==> config.mk <==
export PLATFORM = sky130hd
export DESIGN_NAME = vid_pin_sender
export DESIGN_NICKNAME = d
export VERILOG_FILES = /design/src/rtl/vid_pkg.sv /design/src/rtl/vid_hold_timer.sv /design/src/rtl/vid_code_stage.sv /design/src/rtl/vid_pin_sender.sv
export SDC_FILE = /design/constraint.sdc
export NUM_CORES = 1
export LEC_CHECK = 0
export BUFFER_PORTS_ARGS = -buffer_cell sky130_fd_sc_hd__buf_2
export CAP_MARGIN = 25
export CORE_ASPECT_RATIO = 2
export CORE_MARGIN = 1
export CORE_UTILIZATION = 40
export DETAILED_ROUTE_END_ITERATION = 10
export PLACE_DENSITY_LB_ADDON = 0.25
export SLEW_MARGIN = 20
export SYNTH_ARGS = -nofsm -noshare
export SYNTH_HDL_FRONTEND = slang
export SYNTH_SLANG_ARGS = --single-unit
==> constraint.sdc <==
create_clock -name clk -period 2.8 [get_ports clk]
set_input_delay 0.56 -clock clk [delete_from_list [all_inputs] [get_ports clk]]
set_output_delay 0.56 -clock clk [all_outputs]
set_load 0.005 [all_outputs]
==> src/rtl/vid_pkg.sv <==
package vid_pkg;

    typedef enum logic [1:0] {
        PH_IDLE = 2'd0,
        PH_LOW  = 2'd1,
        PH_HIGH = 2'd2
    } vid_phase_e;

    // Smallest cycle count covering hold_us at a clock of ref_khz.
    function automatic int hold_cycles_for(input int ref_khz, input int hold_us);
        return (ref_khz * hold_us + 999) / 1000;
    endfunction

endpackage

==> src/rtl/vid_hold_timer.sv <==
module vid_hold_timer #(
    parameter int CNT_W    = 16,
    parameter int DEF_HOLD = 2100
) (
    input  logic             clk,
    input  logic             rst_n,
    input  logic             start,
    input  logic [CNT_W-1:0] len_in,
    output logic             done
);
    localparam logic [CNT_W-1:0] DEF_LEN = CNT_W'(DEF_HOLD);

    logic [CNT_W-1:0] cnt_q;
    logic [CNT_W-1:0] eff_len;

    // zero length falls back to the built-in minimum hold
    assign eff_len = (len_in == '0) ? DEF_LEN : len_in;

    always_ff @(posedge clk or negedge rst_n) begin
        if (!rst_n) begin
            cnt_q <= '0;
        end else if (start) begin
            cnt_q <= eff_len - 1'b1;
        end else if (cnt_q != '0) begin
            cnt_q <= cnt_q - 1'b1;
        end
    end

    assign done = (cnt_q == '0);

endmodule

==> src/rtl/vid_code_stage.sv <==
module vid_code_stage #(
    parameter int CODE_W = 6
) (
    input  logic              clk,
    input  logic              rst_n,
    input  logic              load,
    input  logic [CODE_W-1:0] code_in,
    input  logic              commit,
    output logic [CODE_W-1:0] nxt_code,
    output logic [CODE_W-1:0] act_code
);
    logic [CODE_W-1:0] pend_q;
    logic              pend_vld_q;
    logic [CODE_W-1:0] act_q;

    // newest code wins, including one arriving on the commit edge itself
    always_comb begin
        if (load)
            nxt_code = code_in;
        else if (pend_vld_q)
            nxt_code = pend_q;
        else
            nxt_code = act_q;
    end

    always_ff @(posedge clk or negedge rst_n) begin
        if (!rst_n) begin
            pend_q     <= '0;
            pend_vld_q <= 1'b0;
            act_q      <= '0;
        end else if (commit) begin
            act_q      <= nxt_code;
            pend_vld_q <= 1'b0;
        end else if (load) begin
            pend_q     <= code_in;
            pend_vld_q <= 1'b1;
        end
    end

    assign act_code = act_q;

endmodule

==> src/rtl/vid_pin_sender.sv <==
module vid_pin_sender #(
    parameter int CODE_W      = 6,
    parameter int CNT_W       = 16,
    parameter int REF_KHZ     = 30000,
    parameter int MIN_HOLD_US = 70
) (
    input  logic                  clk,
    input  logic                  rst_n,
    input  logic [CODE_W-1:0]     vid_in,
    input  logic                  vid_load,
    input  logic [CNT_W-1:0]      hold_len,
    output logic                  vid_sel,
    output logic [CODE_W/2-1:0]   vid_bus
);
    import vid_pkg::*;

    localparam int HALF_W   = CODE_W / 2;
    localparam int DEF_HOLD = hold_cycles_for(REF_KHZ, MIN_HOLD_US);

    vid_phase_e        state_q, state_d;
    logic              tmr_done;
    logic              enter_low, enter_high;
    logic [CODE_W-1:0] nxt_code, act_code;

    assign enter_low  = ((state_q == PH_IDLE) && vid_load) ||
                        ((state_q == PH_HIGH) && tmr_done);
    assign enter_high = (state_q == PH_LOW) && tmr_done;

    vid_hold_timer #(
        .CNT_W    (CNT_W),
        .DEF_HOLD (DEF_HOLD)
    ) u_timer (
        .clk    (clk),
        .rst_n  (rst_n),
        .start  (enter_low | enter_high),
        .len_in (hold_len),
        .done   (tmr_done)
    );

    vid_code_stage #(
        .CODE_W (CODE_W)
    ) u_code (
        .clk      (clk),
        .rst_n    (rst_n),
        .load     (vid_load),
        .code_in  (vid_in),
        .commit   (enter_low),
        .nxt_code (nxt_code),
        .act_code (act_code)
    );

    // next-state logic
    always_comb begin
        state_d = state_q;
        unique case (state_q)
            PH_IDLE: if (vid_load) state_d = PH_LOW;
            PH_LOW:  if (tmr_done) state_d = PH_HIGH;
            PH_HIGH: if (tmr_done) state_d = PH_LOW;
            default: state_d = PH_IDLE;
        endcase
    end

    // state register
    always_ff @(posedge clk or negedge rst_n) begin
        if (!rst_n) state_q <= PH_IDLE;
        else        state_q <= state_d;
    end

    // pin register: select and bus move on the same edge
    always_ff @(posedge clk or negedge rst_n) begin
        if (!rst_n) begin
            vid_sel <= 1'b0;
            vid_bus <= '0;
        end else if (enter_low) begin
            vid_sel <= 1'b0;
            vid_bus <= nxt_code[HALF_W-1:0];
        end else if (enter_high) begin
            vid_sel <= 1'b1;
            vid_bus <= act_code[CODE_W-1:HALF_W];
        end
    end


    idle_quiet_chk: assert property (@(posedge clk) disable iff (!rst_n)
        (state_q == PH_IDLE) |-> (!vid_sel && (vid_bus == '0)))
        else $error("idle_quiet_chk");


    low_half_chk: assert property (@(posedge clk) disable iff (!rst_n)
        (state_q == PH_LOW) |-> (!vid_sel && (vid_bus == act_code[HALF_W-1:0])))
        else $error("low_half_chk");


    high_half_chk: assert property (@(posedge clk) disable iff (!rst_n)
        (state_q == PH_HIGH) |-> (vid_sel && (vid_bus == act_code[CODE_W-1:HALF_W])))
        else $error("high_half_chk");


    sel_toggle_chk: assert property (@(posedge clk) disable iff (!rst_n)
        ((state_q != PH_IDLE) && tmr_done) |=> (vid_sel != $past(vid_sel)))
        else $error("sel_toggle_chk");


    phase_hold_chk: assert property (@(posedge clk) disable iff (!rst_n)
        ((state_q != PH_IDLE) && !tmr_done) |=> ($stable(vid_sel) && $stable(vid_bus)))
        else $error("phase_hold_chk");


    code_freeze_chk: assert property (@(posedge clk) disable iff (!rst_n)
        ((state_q != PH_IDLE) && !enter_low) |=> $stable(act_code))
        else $error("code_freeze_chk");

endmodule

==> results.json, run 1 <==
{
  "slew_violations": 0,
  "syn_nets": 258,
  "clock_path_buffers": 2,
  "grt_pass1_wl_um": 9340,
  "seqPwrFrac_pct": 43.4,
  "area.growth.synth_to_final_pct": 18.8,
  "arrival_ps": 2790,
  "worstSetupStartpointType": "register",
  "drc": 0,
  "root_buffer": "clkbuf_8",
  "num_io_pins": 29,
  "switching_share_pct": 35.4,
  "period_minus_slack_ps": 2600,
  "wl_per_cell_um": 17.8,
  "p_leak_uw": 0.00114,
  "p_int_uw": 1230,
  "cp-end-kind": "register",
  "async_reset_ff_share_pct": 100,
  "coreArea_mm2": 0.00542,
  "antenna_cells": 0,
  "port_buffers": 28,
  "critPathKind": "register to register",
  "synth_cell_types": 52,
  "initial_core_util_pct": 41.3,
  "routed_wl_um": 5980,
  "grt_pass1_vias": 1915,
  "grtUsageTotal_pct": 22.6,
  "synth_seq_cells": 35,
  "tightest_slew_ps": 819,
  "placed_cells": 329,
  "p_clk_share_pct": 24.9,
  "drv_cap": 0,
  "cts_tree": "done",
  "cts.sinks": 35,
  "p_switching_uw": 675,
  "vdd.ir_drop.worst_v": 0.000411,
  "reg2reg_depth": 10,
  "die_height_um": 108,
  "skew_ps": 12.2,
  "cts_max_level": 2,
  "finalSetupViolCount": 0,
  "synth-seq-area-share_pct": 39.2,
  "syn_area_mm2": 0.00224,
  "die-area_mm2": 0.00591,
  "powerDensity_mw_per_mm2": 718,
  "comb_power_share_pct": 31.7,
  "hold_path_class": "primary input to async pin",
  "overflow": 0,
  "grt_max_degree": 36,
  "hold_buffers": 0,
  "cts_resized": 0,
  "finalWeightedCongestion": 0.886,
  "status": "finished, final reports clean",
  "viasPerCell": 5.75,
  "ys.flop_type": "dfrtp_1",
  "timing.final.crit_share_pct": 92.9,
  "postCtsSetupRepairBufs": 0,
  "path_max_fanout": 6,
  "nNetsFinal": 302,
  "synth_edf_count": 0,
  "drtIter0Drc": 54,
  "rsz0062_at_grt": "false",
  "synth_warnings": 0,
  "avgSynthCellArea_um2": 9.64,
  "dr_total_vias": 1938,
  "firstDrtPassIters": 4,
  "fmax_ghz": 0.385,
  "cp.required_ps": 2990,
  "tns_ps": 0,
  "clk_pin_slew_ps": 80,
  "antenna_found_initial": 0,
  "drive_above_1_share_pct": 27.8,
  "finalNonFillerCells": 337,
  "cts_buffers": 5,
  "syn_inst": 232,
  "dp_hpwl_um": 4610,
  "die_w_um": 54.9,
  "hold_viol": 0,
  "ant_nets": 0,
  "slew_headroom_pct": 45.4,
  "clock_latency_ps": 290,
  "row_count": 38
}
registers in the layout, summed over array words and instances (netlist names):
register / flops
u_code.act_code: 6
state_q: 2
vid_sel: 1
u_code.pend_vld_q: 1
vid_bus: 3
u_code.pend_q: 6
u_timer.cnt_q: 16
Yosys cell counts, types with 5 or more instances:
| cell type | n | area (um^2) |
|---|---|---|
| nand3_1 | 11 | 55.1 |
| xnor2_1 | 7 | 61.3 |
| nand2_1 | 16 | 60.1 |
| mux2i_1 | 8 | 80.1 |
| mux2_2 | 7 | 78.8 |
| o21ai_0 | 7 | 35.0 |
| o21ai_1 | 9 | 45.0 |
| a21oi_1 | 9 | 45.0 |
| nor3_1 | 16 | 80.1 |
| a31oi_1 | 6 | 37.5 |
| and3_1 | 5 | 31.3 |
| dfrtp_1 | 35 | 876 |
| nor2_1 | 15 | 56.3 |
| nor4_2 | 5 | 62.6 |
| xor2_1 | 8 | 70.1 |
metal layers:
metal	vias to the layer above	routed length [um]	GRT usage [%]
met1	926	2270	23.9
met3	12	122	2.97
met4	0	186	9.34
met2	41	3410	41.4
met5	-	0	0
li1	959	-	-
stage by stage:
stage          total power [uW]  util (%)  hold WS, ps  worst slack [ps]  instance area, um^2
5_1_grt                    2010      49.0          438              2.28                 2660
3_3_place_gp               1420      46.8          467               251                 2540
3_5_place_dp               1430      46.8          471               215                 2540
4_1_cts                    1920      49.0          381               191                 2660
6_report                   1910      49.0          365               200                 2660
2_1_floorplan              1210         -          264              60.4                 2240
final timing paths:
kind / startpoint / to / slack (ps)
max in group asynchronous: rst_n / u_code.pend_q[0] / 1910
setup reg to reg: u_timer.cnt_q[10] / u_timer.cnt_q[4] / 200
min in group clk: u_code.act_code[1] / u_code.act_code[1] / 480
setup / recovery: u_timer.cnt_q[10] / u_timer.cnt_q[4] / 200
hold / removal: rst_n / u_timer.cnt_q[9] / 360
hold reg to reg: u_code.act_code[1] / u_code.act_code[1] / 480
final cells by class:
cell class                 instances  area (um^2)
tap                               60         75.1
clock buffer                       6         82.6
inverter                           4         15.0
fill                             545         2760
sequential                        35          876
multi-input combinational        185         1310
clock inverter                     2         35.0
timing repair buffer              45          268
worst max-delay path, cell delays in order, from the launching register on:
cell and delay, ps:
dfrtp_1 480, nor4_4 410, nand4_4 120, o21a_1 270, mux2i_1 180, ha_1 190
inv_1 70, a211oi_1 220, mux2i_2 150, a211o_1 280, and3_1 140
kinds of logic after synthesis:
logic type | Yosys count | share of synthesized area, %
AND/OR/NAND/NOR | 93 | 25.9
AO/OA/AOI/OAI | 56 | 16.3
flip-flops | 35 | 39.2
multiplexers | 20 | 9.74
XOR/XNOR | 15 | 5.88
buffers and inverters | 12 | 2.46
adder cells (fa/ha/maj) | 1 | 0.560
power groups by stage:
| stage | logic (uW) | registers [uW] | clock network [uW] |
|---|---|---|---|
| after global placement | 598 | 818 | 0 |
| final | 604 | 827 | 475 |
| after floorplan | 413 | 795 | 0 |
| after global routing | 669 | 839 | 503 |
| after detailed placement | 602 | 827 | 0 |
| after CTS | 607 | 820 | 494 |
cell usage in the layout (no fill, tap or decap), drive strengths merged, types with 5 or more instances in the layout:
master / n
clkbuf: 6
nor2: 15
nand2: 16
nor4: 8
o21ai: 17
and3: 5
buf: 45
mux2i: 9
a21oi: 9
xnor2: 7
nor3: 17
mux2: 11
xor2: 8
o22ai: 5
dfrtp: 35
a31oi: 6
nand3: 11
Power figures use the tool's default switching activity.
==> run 2, diff against run 1 <==
==> constraint.sdc (replaced) <==
create_clock -name clk -period 2.8 [get_ports clk]
set_input_delay 0.14 -clock clk [delete_from_list [all_inputs] [get_ports clk]]
set_output_delay 0.14 -clock clk [all_outputs]
set_load 0.005 [all_outputs]
==> run 2 against run 1 <==
Combinational power rose by 9.8%. Power decreased by 3.8%. Sequential cell count is the same. Sequential share of layout area about the same. Wire length increased by 2.4%. Clock skew fell by 5.0 ps. Non-clock buffer count increased by 2. Register-to-register slack better by 30 ps. Final area is essentially flat. Cell count grew 0.59%. Via count rose by 2.2%. Highest routed layer unchanged.
==> results.json, run 2 (same netlist as run 1, synthesis figures left out) <==
{
  "drc": 0,
  "cts.sinks": 35,
  "r2r-start": "u_timer.cnt_q[10]",
  "cp.required_ps": 2980,
  "p_leak_uw": 0.00113,
  "slew_violations": 0,
  "reg2reg_depth": 11,
  "coreArea_mm2": 0.00542,
  "place_worst_setup_slack_ps": 186,
  "fmax_ghz": 0.388,
  "finalNonFillerCells": 339,
  "period_minus_slack_ps": 2580,
  "viasPerCell": 5.84,
  "placed_cells": 328,
  "dpl_cell_area_mm2": 0.00253,
  "seqPwrFrac_pct": 44.5,
  "switching_share_pct": 37.6,
  "firstDrtPassIters": 4,
  "critPathKind": "register to register",
  "status": "finished, final reports clean",
  "use_met3_pct": 4.52,
  "grt_pass1_vias": 2007,
  "skew_ps": 7.18,
  "wl_per_cell_um": 18.1,
  "grt-busiest-layer": "met2",
  "tns_ps": 0,
  "slew_headroom_pct": 46.4,
  "die_w_um": 54.9,
  "path_max_fanout": 5,
  "die_height_um": 108,
  "nNetsFinal": 304,
  "grtUsageTotal_pct": 23.2,
  "cts_max_level": 2,
  "stdcell_area_mm2": 0.00265,
  "powerDensity_mw_per_mm2": 691,
  "final_cell_mix": "35 x dfrtp_1, 28 x buf_2, 18 x buf_4",
  "cts_tree": "done",
  "min_to": "u_code.pend_q[4]",
  "setup_slack_ps": 225,
  "hold_start": "vid_in[4]",
  "arrival_ps": 2750,
  "cp-end-kind": "register",
  "finalSetupViolCount": 0,
  "row_count": 38,
  "drtIter0Drc": 72,
  "routed_wl_um": 6130,
  "clock_path_buffers": 2,
  "drv_cap": 0,
  "area.growth.synth_to_final_pct": 18.7,
  "r2r_slack_ps": 220,
  "r2r-end": "u_timer.cnt_q[4]",
  "drive_above_1_share_pct": 28.0,
  "root_buffer": "clkbuf_8",
  "antenna_cells": 0,
  "hold_viol": 0,
  "largest_register_ffs": 16,
  "initial_core_util_pct": 41.3,
  "total_power_uw": 1830,
  "ant_nets": 0,
  "p_int_uw": 1140,
  "antenna_found_initial": 0,
  "dp_hpwl_um": 4640,
  "finalWeightedCongestion": 0.953,
  "clk_pin_slew_ps": 70,
  "grt_max_degree": 36,
  "tightest_slew_ps": 804,
  "worstSetupStartpointType": "register",
  "min_path_cells": 2,
  "overflow": 0,
  "regMostFlops": "u_timer.cnt_q",
  "met1_usage_pct": 22.5,
  "p_clk_share_pct": 19.4,
  "num_io_pins": 29,
  "p_switching_uw": 690,
  "cts_buffers": 5,
  "rsz0062_at_grt": "false",
  "grt_pass1_wl_um": 9560,
  "comb_power_share_pct": 36.1,
  "clock_latency_ps": 290,
  "vdd.ir_drop.worst_v": 0.000420,
  "timing.final.crit_share_pct": 92.0,
  "die-area_mm2": 0.00591,
  "grt_use_met2_pct": 42.3,
  "hold_path_class": "primary input to register",
  "port_buffers": 28,
  "final_common_cell": "dfrtp_1",
  "dr_total_vias": 1981
}
==> run 2: cell count changes in the layout (fill, tap and decap cells not counted), sizes merged <==
cell and change:
clkbuf +1, buf +1, bufinv -1, dlygate4sd3 +1
==> run 2: metal layers <==
layer / vias up / routed length, um
met1: 935 / 2160
met3: 22 / 239
met4: 0 / 296
met5: - / 0
met2: 64 / 3430
li1: 960 / -
==> run 2: area by class of cell <==
cell class,instances,area (um^2)
clock inverters,1,5.00
well taps,60,75.1
repair buffers,47,285
inverters,4,15.0
fillers,534,2770
multi-input cells,185,1320
clock buffers,7,76.3
flip-flops and latches,35,876
==> run 2: power by group through the flow <==
stage               clock network (uW)  registers [uW]  logic, uW
global route                       386             835        726
floorplan                            0             795        413
detailed placement                   0             812        630
CTS                                369             802        636
finish                             355             816        663
global placement                     0             808        621
==> run 2: stage by stage <==
step	hold WS, ps	utilization [%]
CTS	77.9	48.4
global route	79.5	49.0
detailed placement	277	46.7
finish	85.3	49.0
floorplan	-156	-
global placement	290	46.7
==> run 2: worst max path at each step <==
| stage | start | end | slack (ps) | cells past startpoint |
|---|---|---|---|---|
| after detailed placement | u_timer.cnt_q[10] | u_timer.cnt_q[4] | 190 | 10 |
| after global routing | u_timer.cnt_q[5] | u_timer.cnt_q[4] | 60 | 11 |
| final | u_timer.cnt_q[10] | u_timer.cnt_q[4] | 220 | 11 |
| after global placement | u_timer.cnt_q[14] | u_timer.cnt_q[4] | 250 | 10 |
| after floorplan | u_timer.cnt_q[2] | u_timer.cnt_q[4] | 60 | 11 |
| after CTS | u_timer.cnt_q[10] | u_timer.cnt_q[4] | 160 | 10 |
==> run 2: what timing repair did <==
item,CTS,global route
buffers inserted,0,2
hold buffers,1,0
resized for setup,0,3
endpoints found under the hold margin,35,0
endpoints found under the setup margin,0,3
==> run 2: critical path, stage by stage, from the launching register on <==
cell,delay [ps]
dfrtp_1,450
nor4_4,290
buf_4,180
nand4_4,70
o21a_1,280
mux2i_1,190
ha_1,180
inv_1,90
nor2_2,180
mux2i_2,120
a211o_1,270
and3_1,140
==> run 3, diff against run 2 <==
PLACE_DENSITY_LB_ADDON = unset   (was 0.25)
==> run 3 against run 2 <==
Sequential power fell by 1%. Clock power grew 58%. Clock skew is 5.7 ps higher. Global-route usage increased by 0.21 points. Sequential cell count unchanged. Combinational power is 6.2% higher. Sequential share of layout area down 0.86 points. Via count decreased by 1.7%. Final area rose by 2.7%. Largest cell class unchanged. Largest power group unchanged.
==> results.json, run 3 (same netlist as run 1, synthesis figures left out) <==
{
  "status": "finished, final reports clean",
  "p_leak_uw": 0.00115,
  "comb_power_share_pct": 34.0,
  "postCtsSetupRepairBufs": 0,
  "timing.final.crit_share_pct": 90.9,
  "finalWeightedCongestion": 0.880,
  "regMostFlops": "u_timer.cnt_q",
  "tns_ps": 0,
  "placed_cells": 330,
  "fill_cells": 522,
  "clock_latency_ps": 300,
  "nNetsFinal": 304,
  "skew_ps": 12.9,
  "multi_input_area_mm2": 0.00134,
  "critPathKind": "register to register",
  "slew_headroom_pct": 45.4,
  "hold_path_class": "primary input to register",
  "area.growth.synth_to_final_pct": 21.9,
  "row_count": 38,
  "cts_buffers": 5,
  "final_cell_mix": "35 x dfrtp_1, 28 x buf_2, 18 x buf_4",
  "dr_total_vias": 1947,
  "finalSetupViolCount": 0,
  "vdd.ir_drop.worst_v": 0.000530,
  "drc": 0,
  "period_minus_slack_ps": 2540,
  "seqPwrFrac_pct": 38.9,
  "rsz0062_at_grt": "false",
  "num_io_pins": 29,
  "cp-end-kind": "register",
  "grt_pass1_vias": 1965,
  "fmax_ghz": 0.393,
  "die-area_mm2": 0.00591,
  "drv_cap": 0,
  "stdcell_area_mm2": 0.00273,
  "arrival_ps": 2740,
  "slowest_stage": "dfrtp_1",
  "die_w_um": 54.9,
  "clk_pin_slew_ps": 80,
  "drive_above_1_share_pct": 29.4,
  "cp.required_ps": 3000,
  "powerDensity_mw_per_mm2": 759,
  "antenna_found_initial": 0,
  "grtUsageTotal_pct": 23.4,
  "ant_nets": 0,
  "dp_hpwl_um": 4730,
  "coreArea_mm2": 0.00542,
  "clock_path_buffers": 2,
  "p_switching_uw": 731,
  "final_common_cell": "dfrtp_1",
  "switching_share_pct": 35.3,
  "tightest_slew_ps": 820,
  "port_buffers": 28,
  "worstSetupStartpointType": "register",
  "hold_viol": 0,
  "path_max_fanout": 5,
  "grt_pass1_wl_um": 9630,
  "routed_wl_um": 6140,
  "worstPathCellList": "nor4_4 > nand4_4 > o21a_1 > mux2i_1 > ha_2 > inv_1 > a211oi_2 > mux2i_2 > a211o_1 > and3_1",
  "dpl_cell_area_mm2": 0.00255,
  "grt_max_degree": 36,
  "firstDrtPassIters": 4,
  "register_area_um2": 876,
  "root_buffer": "clkbuf_8",
  "overflow": 0,
  "antenna_cells": 0,
  "cts.sinks": 35,
  "drtIter0Drc": 54,
  "die_height_um": 108,
  "wl_per_cell_um": 18.1,
  "largest_register_ffs": 16,
  "slew_violations": 0,
  "initial_core_util_pct": 41.3,
  "viasPerCell": 5.74,
  "cts_tree": "done",
  "cts_max_level": 2,
  "max_stage_delay_ps": 410,
  "finalNonFillerCells": 339,
  "p_clk_share_pct": 27.1,
  "p_int_uw": 1340
}
[run 3: cell types whose count changed in the layout (fill, tap and decap cells not counted)]
cell        previous run  this run
clkinvlp_4             0         1
nor4_4                 3         4
ha_1                   1         0
nor4_2                 4         3
ha_2                   0         1
bufinv_16              0         2
nor3_1                16        15
clkbuf_1               2         0
nor3_2                 1         2
clkinv_2               1         0
[run 3: final timing paths]
| kind | from | end | slack [ps] | cells past startpoint |
|---|---|---|---|---|
| max | u_timer.cnt_q[11] | u_timer.cnt_q[4] | 260 | 10 |
| min | vid_in[2] | u_code.pend_q[2] | 80 | 2 |
| max reg2reg | u_timer.cnt_q[11] | u_timer.cnt_q[4] | 260 | 10 |
| min reg2reg | u_code.act_code[0] | u_code.act_code[0] | 490 | 2 |
| max in group asynchronous | rst_n | u_code.pend_q[4] | 1800 | 2 |
| min in group asynchronous | rst_n | u_timer.cnt_q[8] | 470 | 2 |
[run 3: per-stage QoR]
step / worst slack [ps] / power, uW / utilization, % / hold WS, ps
after CTS: 97.2 / 2040 / 49.7 / 75.5
final: 255 / 2070 / 50.3 / 84.1
after detailed placement: 106 / 1470 / 47.0 / 290
after global routing: 16.9 / 2180 / 50.3 / 86.5
after global placement: 160 / 1460 / 47.0 / 292
after floorplan: 60.4 / 1210 / - / -156
[run 3: worst max-delay path: cells and delay by family, from the launching register on]
kind            cells  cell delay [ps]
buf+inv             1               90
compound gates      3              710
simple gates        3              670
mux                 2              310
fa+ha+maj           1              230
flops               1              410
[run 3: cell type report]
cell class	instances	area share [%]
sequential	35	32.1
timing repair buffer	47	10.5
tap	60	2.75
clock inverter	3	2.48
clock buffer	5	2.53
multi-input combinational	185	49.1
inverter	4	0.551
[run 3: power by group through the flow]
| stage | logic, uW | registers, uW | clock network (uW) |
|---|---|---|---|
| after floorplan | 413 | 795 | 0 |
| after global placement | 672 | 790 | 0 |
| after detailed placement | 680 | 795 | 0 |
| after CTS | 684 | 784 | 573 |
| after global routing | 778 | 818 | 587 |
| final | 704 | 804 | 560 |
[run 3: routing by layer]
metal / up-vias / global-route usage [%] / wire length (um)
li1: 959 / - / -
met1: 916 / 24.6 / 2290
met2: 48 / 40.1 / 3340
met3: 24 / 3.53 / 161
met4: 0 / 15.2 / 347
met5: - / 0 / 0
[run 3: timing repair]
item	in CTS	in global routing
gates resized for setup	0	6
setup endpoints to repair	0	5
hold endpoints to repair	35	0
hold buffers	1	0
